--- src/rtl/pacer_pkg.sv ---
// Shared types for the read data phase pacer.
package pacer_pkg;

    // Phase of one read transfer as seen by the pacer.
    typedef enum logic [1:0] {
        ST_IDLE = 2'd0,   // no transfer in progress
        ST_HOLD = 2'd1,   // transfer open, first data phase held back
        ST_XFER = 2'd2,   // data phases running, wait states allowed
        ST_DISC = 2'd3    // disconnect requested, waiting for transfer end
    } pacer_st_e;

endpackage

--- src/rtl/pacer_pulse_mon.sv ---
// Minimum-assertion monitor for one active-high control.
// It counts consecutive asserted clock edges, saturating at MIN_ASSERT.
// If the control drops while the count is non-zero and below MIN_ASSERT,
// short_pulse is high in that same (deassert) cycle.
// Assumes: sig_on is synchronous to clk.
module pacer_pulse_mon #(
    parameter int MIN_ASSERT = 2
) (
    input  logic clk,
    input  logic rst_n,
    input  logic sig_on,
    output logic short_pulse
);
    localparam int CW = $clog2(MIN_ASSERT + 1);
    localparam logic [CW-1:0] MIN_C = CW'(MIN_ASSERT);

    logic [CW-1:0] run_q;

    // Count consecutive asserted edges; clear on deassertion.
    always_ff @(posedge clk) begin
        if (!rst_n) begin
            run_q <= '0;
        end else if (!sig_on) begin
            run_q <= '0;
        end else if (run_q < MIN_C) begin
            run_q <= run_q + 1'b1;
        end
    end

    // Flag a deassertion that came too early.
    always_comb begin
        short_pulse = rst_n && !sig_on && (run_q != '0) && (run_q < MIN_C);
    end

endmodule

--- src/rtl/pacer_wait_ctr.sv ---
// Wait-state counter for gaps between data phases.
// Clear has priority over increment. The count saturates at MAX_WAIT.
// at_last is high when one more wait state would reach the limit.
// Assumes: clr and inc are computed in the same clock domain.
module pacer_wait_ctr #(
    parameter int MAX_WAIT = 8,
    localparam int CW = $clog2(MAX_WAIT + 1)
) (
    input  logic          clk,
    input  logic          rst_n,
    input  logic          clr,
    input  logic          inc,
    output logic [CW-1:0] count,
    output logic          at_last
);
    localparam logic [CW-1:0] MAX_C  = CW'(MAX_WAIT);
    localparam logic [CW-1:0] LAST_C = CW'(MAX_WAIT - 1);

    logic [CW-1:0] cnt_q;

    // Counter register with clear priority and saturation.
    always_ff @(posedge clk) begin
        if (!rst_n) begin
            cnt_q <= '0;
        end else if (clr) begin
            cnt_q <= '0;
        end else if (inc && (cnt_q != MAX_C)) begin
            cnt_q <= cnt_q + 1'b1;
        end
    end

    // Expose the count and the one-before-limit decode.
    always_comb begin
        count   = cnt_q;
        at_last = (cnt_q == LAST_C);
    end

endmodule

--- src/rtl/pacer_fsm.sv ---
// Transfer phase controller for the read pacer.
// Moves IDLE -> HOLD when a transfer opens, HOLD -> XFER when the start
// condition is met, and XFER -> DISC on an immediate or timed-out
// disconnect. Any state returns to IDLE when the transfer closes.
// Assumes: all inputs synchronous; start_ok already combines the hold
// release and the FIFO-full override.
module pacer_fsm
    import pacer_pkg::*;
(
    input  logic      clk,
    input  logic      rst_n,
    input  logic      rd_active,
    input  logic      start_ok,
    input  logic      fifo_dry,
    input  logic      burst_mode,
    input  logic      wait_last,
    output pacer_st_e state
);
    pacer_st_e st_q, st_d;

    // Next-state decision for one transfer.
    always_comb begin
        st_d = st_q;
        unique case (st_q)
            ST_IDLE: if (rd_active) st_d = ST_HOLD;
            ST_HOLD: begin
                if (!rd_active)    st_d = ST_IDLE;
                else if (start_ok) st_d = ST_XFER;
            end
            ST_XFER: begin
                if (!rd_active) begin
                    st_d = ST_IDLE;
                end else if (fifo_dry) begin
                    if (!burst_mode)    st_d = ST_DISC;
                    else if (wait_last) st_d = ST_DISC;
                end
            end
            ST_DISC: if (!rd_active) st_d = ST_IDLE;
            default: st_d = ST_IDLE;
        endcase
    end

    // State register, forced to idle in reset.
    always_ff @(posedge clk) begin
        if (!rst_n) st_q <= ST_IDLE;
        else        st_q <= st_d;
    end

    // Drive the current state out to the datapath.
    always_comb begin
        state = st_q;
    end

endmodule

--- src/rtl/rd_phase_pacer.sv ---
// Target read data phase pacer (top).
// Decides each cycle between a data phase (trdy + FIFO pop), a wait
// state and a disconnect request during a read transfer. It also monitors
// the minimum assertion length of the application's controls.
// Assumes: single clock domain, synchronous active-low reset, and the
// FIFO status inputs describe the FIFO before this cycle's pop.
module rd_phase_pacer
    import pacer_pkg::*;
#(
    parameter int FIFO_DEPTH = 8,
    parameter int MAX_WAIT   = 8,
    parameter int MIN_ASSERT = 2,
    localparam int LVL_W     = $clog2(FIFO_DEPTH + 1),
    localparam int WAIT_W    = $clog2(MAX_WAIT + 1)
) (
    input  logic              clk,
    input  logic              rst_n,
    input  logic              rd_active,
    input  logic              hold_req,
    input  logic              burst_pend_n,
    input  logic              dly_rd_en,
    input  logic              fifo_full,
    input  logic              fifo_empty,
    input  logic [LVL_W-1:0]  fifo_level,
    output logic              trdy,
    output logic              fifo_pop,
    output logic              disc_req,
    output logic [WAIT_W-1:0] wait_cnt,
    output logic [1:0]        proto_err
);
    localparam int NUM_CTRL = 2;
    localparam logic [LVL_W-1:0] FULL_LVL = LVL_W'(FIFO_DEPTH);

    pacer_st_e          state;
    logic               fifo_dry;
    logic               fifo_topped;
    logic               burst_mode;
    logic               start_ok;
    logic               ctr_clr;
    logic               ctr_inc;
    logic               wait_last;
    logic [WAIT_W-1:0]  ctr_val;
    logic [NUM_CTRL-1:0] ctrl_on;
    logic [NUM_CTRL-1:0] short_flag;

    // Combine the FIFO flags and the count into one empty and one full view.
    always_comb begin
        fifo_dry    = fifo_empty || (fifo_level == '0);
        fifo_topped = fifo_full  || (fifo_level == FULL_LVL);
    end

    // Choose the mode and the start condition from the application controls.
    always_comb begin
        burst_mode = !burst_pend_n || !dly_rd_en;
        start_ok   = !hold_req || fifo_topped;
    end

    pacer_fsm u_fsm (
        .clk        (clk),
        .rst_n      (rst_n),
        .rd_active  (rd_active),
        .start_ok   (start_ok),
        .fifo_dry   (fifo_dry),
        .burst_mode (burst_mode),
        .wait_last  (wait_last),
        .state      (state)
    );

    // Data phase: ready only when running and a word is available.
    always_comb begin
        trdy     = rst_n && (state == ST_XFER) && !fifo_dry;
        fifo_pop = trdy;
        disc_req = rst_n && (state == ST_DISC);
    end

    // Count empty cycles while running in burst mode; clear on a data
    // phase or outside a running transfer.
    always_comb begin
        ctr_clr = (state == ST_IDLE) || (state == ST_HOLD) || trdy;
        ctr_inc = (state == ST_XFER) && fifo_dry && burst_mode;
    end

    pacer_wait_ctr #(
        .MAX_WAIT (MAX_WAIT)
    ) u_wait (
        .clk     (clk),
        .rst_n   (rst_n),
        .clr     (ctr_clr),
        .inc     (ctr_inc),
        .count   (ctr_val),
        .at_last (wait_last)
    );

    // Gate the observed count in reset.
    always_comb begin
        wait_cnt = rst_n ? ctr_val : '0;
    end

    // Normalise the controls to active-high for the monitors.
    always_comb begin
        ctrl_on[0] = hold_req;
        ctrl_on[1] = !burst_pend_n;
    end

    // One minimum-assertion monitor per application control.
    for (genvar g = 0; g < NUM_CTRL; g++) begin : g_mon
        pacer_pulse_mon #(
            .MIN_ASSERT (MIN_ASSERT)
        ) u_mon (
            .clk         (clk),
            .rst_n       (rst_n),
            .sig_on      (ctrl_on[g]),
            .short_pulse (short_flag[g])
        );
    end

    // Drive the violation flags out.
    always_comb begin
        proto_err = short_flag;
    end

endmodule

--- config.mk ---
export PLATFORM = sky130hd
export DESIGN_NAME = rd_phase_pacer
export DESIGN_NICKNAME = d
export VERILOG_FILES = /design/src/rtl/pacer_pkg.sv /design/src/rtl/pacer_pulse_mon.sv /design/src/rtl/pacer_wait_ctr.sv /design/src/rtl/pacer_fsm.sv /design/src/rtl/rd_phase_pacer.sv
export SDC_FILE = /design/constraint.sdc
export NUM_CORES = 1
export LEC_CHECK = 0
export BUFFER_PORTS_ARGS = -buffer_cell sky130_fd_sc_hd__buf_2
export CAP_MARGIN = 10
export CORE_UTILIZATION = 47
export CTS_BUF_LIST = sky130_fd_sc_hd__clkbuf_4 sky130_fd_sc_hd__clkbuf_8 sky130_fd_sc_hd__clkbuf_16
export CTS_CLUSTER_SIZE = 25
export DETAILED_ROUTE_END_ITERATION = 6
export HOLD_SLACK_MARGIN = 0.15
export MAX_ROUTING_LAYER = met4
export PLACE_DENSITY = 0.74
export SYNTH_ARGS = -nofsm -noshare
export SYNTH_HDL_FRONTEND = slang
export SYNTH_HIERARCHICAL = 1
export SYNTH_SLANG_ARGS = --single-unit
export TNS_END_PERCENT = 20
--- constraint.sdc ---
create_clock -name clk -period 1.66 [get_ports clk]
set_clock_uncertainty 0.05 [all_clocks]
set_input_delay 0.498 -clock clk [delete_from_list [all_inputs] [get_ports clk]]
set_output_delay 0.498 -clock clk [all_outputs]
set_load 0.01 [all_outputs]
==> flow_summary.ini <==
[drt]
wl_per_cell_um = 13.0
drtIter0Drc = 8
postRouteAntennaNets = 0
drt-total-wl_um = 1570
vias_per_cell = 5.16
dr_total_vias = 624
first_pass_iters = 4
drc_errors = 0

[final_layout]
drive_gt1_share_pct = 45.8
antenna_cells = 0
multiInputGateArea_um2 = 409
synthToLayoutAreaGrowth_pct = 39.1
seqCellArea_um2 = 206
filler_cell_count = 87
layout.nets = 125

[grt]
grt_pass1_vias = 609
antenna_found_initial = 0
grt_pass1_wl_um = 2440
grt_overflow = 0
grt_max_degree = 8
grt_usage_pct = 25.2

[min_path]
min_from = rd_active
hold_path_depth = 3
whs_endpoint = u_fsm/state[1]$_SDFFE_PN0P_
hold_class = in2reg

[yosys]
synth_simple_gate_area_share_pct = 35.8
synth_compound_area_share_pct = 13.4
yosysWarnings = 6
synth_ff_type = dfxtp_1
synth-edff-count = 0
synth_top_family_by_area = simple AND/OR/NAND/NOR gates
synth.cell_area_um2 = 633
yosys.area.top_type = dfxtp_1
async_flop_share_pct = 0
post_synth.cell_area_avg_um2 = 8.33
yosysMostFrequentCell = nor2_1
synthXorXnorAreaFrac_pct = 4.15
yosysSeqAreaShare_pct = 31.6
synth_top_cell_area_share_pct = 31.6
netlist_top_cells_count = nor2_1, dfxtp_1, inv_1, nand2_1
ys_types = 26
synth.area.top_cells = dfxtp_1, ha_1, nor2_1
synthAdderAreaFrac_pct = 7.91
synthesis.nets = 92
synthMuxAreaShare_pct = 0
ys_seq_elements = 10
netlist_instances = 76

[setup_path]
r2r-start = u_fsm/state[0]$_SDFFE_PN0P_
worst_setup_path_start_kind = flop
rr_endpoint = u_wait/count[1]$_SDFFE_PP0P_
startpoint = g_mon[1].u_mon/run_q[1]$_SDFFE_PN0N_
cp_max_fo = 2
r2r_cells = 5
path_class = reg2out
endpoint_kind = primary output
crit_required_ns = 1.11
cp.arrival_ns = 1.18
regToRegSetupSlack_ns = 0.43

[power]
clock_power_share_pct = 31.5
finalPower_uw = 530
seqPwrFrac_pct = 48.6
intPower_uw = 388
ir_drop_uv = 498
powerDensity_nw_per_um2 = 601
swShare_pct = 26.8
p_comb_share_pct = 19.9
power.leakage_uw = 0.000403
switching_power_uw = 142

[clock_tree]
cts_tree = yes
clock_path_buffers = 2
clkSinkCount = 10
cts_buffers = 3
cts_root_buffer = clkbuf_4
clk_pin_slew_ns = 0.06
ctsHtreeMaxLevel = 1
insertion_delay_ns = 0.27
cts_hold_buf = 0

[floorplanning]
die_y_um = 38.7
start_util_pct = 54.1
design.die.area_um2 = 1500
fp.dieW_um = 38.7
core_um2 = 1170
ios = 21
rows = 12

[placed_design]
place.port_buffers = 20
dp_hpwl_um = 1100
gp_congestion = 0.798
dp_slack_ns = -0.104

[timing]
worst_slack_ns = -0.0723
rsz0062_at_grt = true
hold_ws_ns = 0.446
final.period_utilization_pct = 104
finalHoldViolCount = 0
slew_headroom_pct = 80.9
fmax_mhz = 577
post-route-min-period_ns = 1.73
worst_pin_slew_ns = 0.283
setup_viol = 4
drv_slew = 0

[job]
maxCapViolations = 0

[run_status]
status = complete, but fails checks
violations = negative setup slack
[cell usage in the layout, fill, tap and decap left out, types with 2 or more instances in the layout]
master	n
dfxtp_1	5
xor2_1	3
dfxtp_2	5
ha_1	2
buf_8	2
nor2_1	11
nand2_1	9
nand3_1	2
clkbuf_4	3
nand2b_1	2
a21o_1	2
buf_2	18
inv_2	3
a21oi_1	4
nor4b_2	2
and2_1	4
inv_1	7
buf_4	9
[repair_timing]
action                     CTS  global route
gates cloned                 0             0
pin swaps                    3             3
setup endpoints to repair    4             4
setup buffers                3             2
resized for setup           13             3
[power groups by stage]
| stage | clock network [uW] | logic, uW | registers [uW] |
|---|---|---|---|
| floorplan | 0 | 40.4 | 262 |
| global placement | 0 | 72.8 | 263 |
| detailed placement | 0 | 77.5 | 263 |
| CTS | 172 | 95.4 | 257 |
| global route | 187 | 115 | 258 |
| finish | 167 | 105 | 257 |
[layout make-up]
| class | count | share of cell area, % |
|---|---|---|
| inverter | 10 | 4.26 |
| tap | 14 | 1.99 |
| timing repair buffer | 29 | 21.3 |
| multi-input combinational | 55 | 46.4 |
| clock buffer | 3 | 2.56 |
| sequential | 10 | 23.4 |
[cell families (layout without fill, tap and decap cells)]
group                    count (synthesis)  after routing
AO/OA/AOI/OAI                           11             11
XOR/XNOR                                 3              3
adder cells (fa/ha/maj)                  4              4
buffers and inverters                   11             42
flip-flops                              10             10
AND/OR/NAND/NOR                         37             37
[state kept, by name, summed over array words and instances (netlist names)]
signal and count:
u_wait/count 4, u_fsm/state 2, g_mon.u_mon/run_q 4
[through the flow]
stage | instances | area, um^2 | utilization, % | setup TNS, ns
detailed placement | 113 | 779 | 66.6 | -0.434
global route | 121 | 881 | 75.2 | -0.374
finish | 121 | 881 | 75.2 | -0.177
global placement | 113 | 779 | 66.6 | -0.157
floorplan | 76 | 639 | - | 0
CTS | 119 | 858 | 73.3 | -0.369
[routing by layer]
layer	GRT usage (%)	up-vias	wire, um
met5	-	-	0
met4	14.7	0	44
met3	4.62	7	60
met2	43.8	17	790
met1	26.4	282	676
li1	-	318	-
[worst max-delay path by stage]
stage,endpoint,cells after the start
after floorplan,trdy,2
after global placement,trdy,4
after detailed placement,trdy,4
after CTS,proto_err[1],4
after global routing,proto_err[1],4
final,proto_err[1],4
[worst max-delay path, stage by stage, from the launching register on]
cell,delay (ns)
dfxtp_2,0.34
inv_2,0.05
ha_4,0.15
nor4b_2,0.21
buf_2,0.17
No activity file was read; power rests on OpenSTA's default activity.
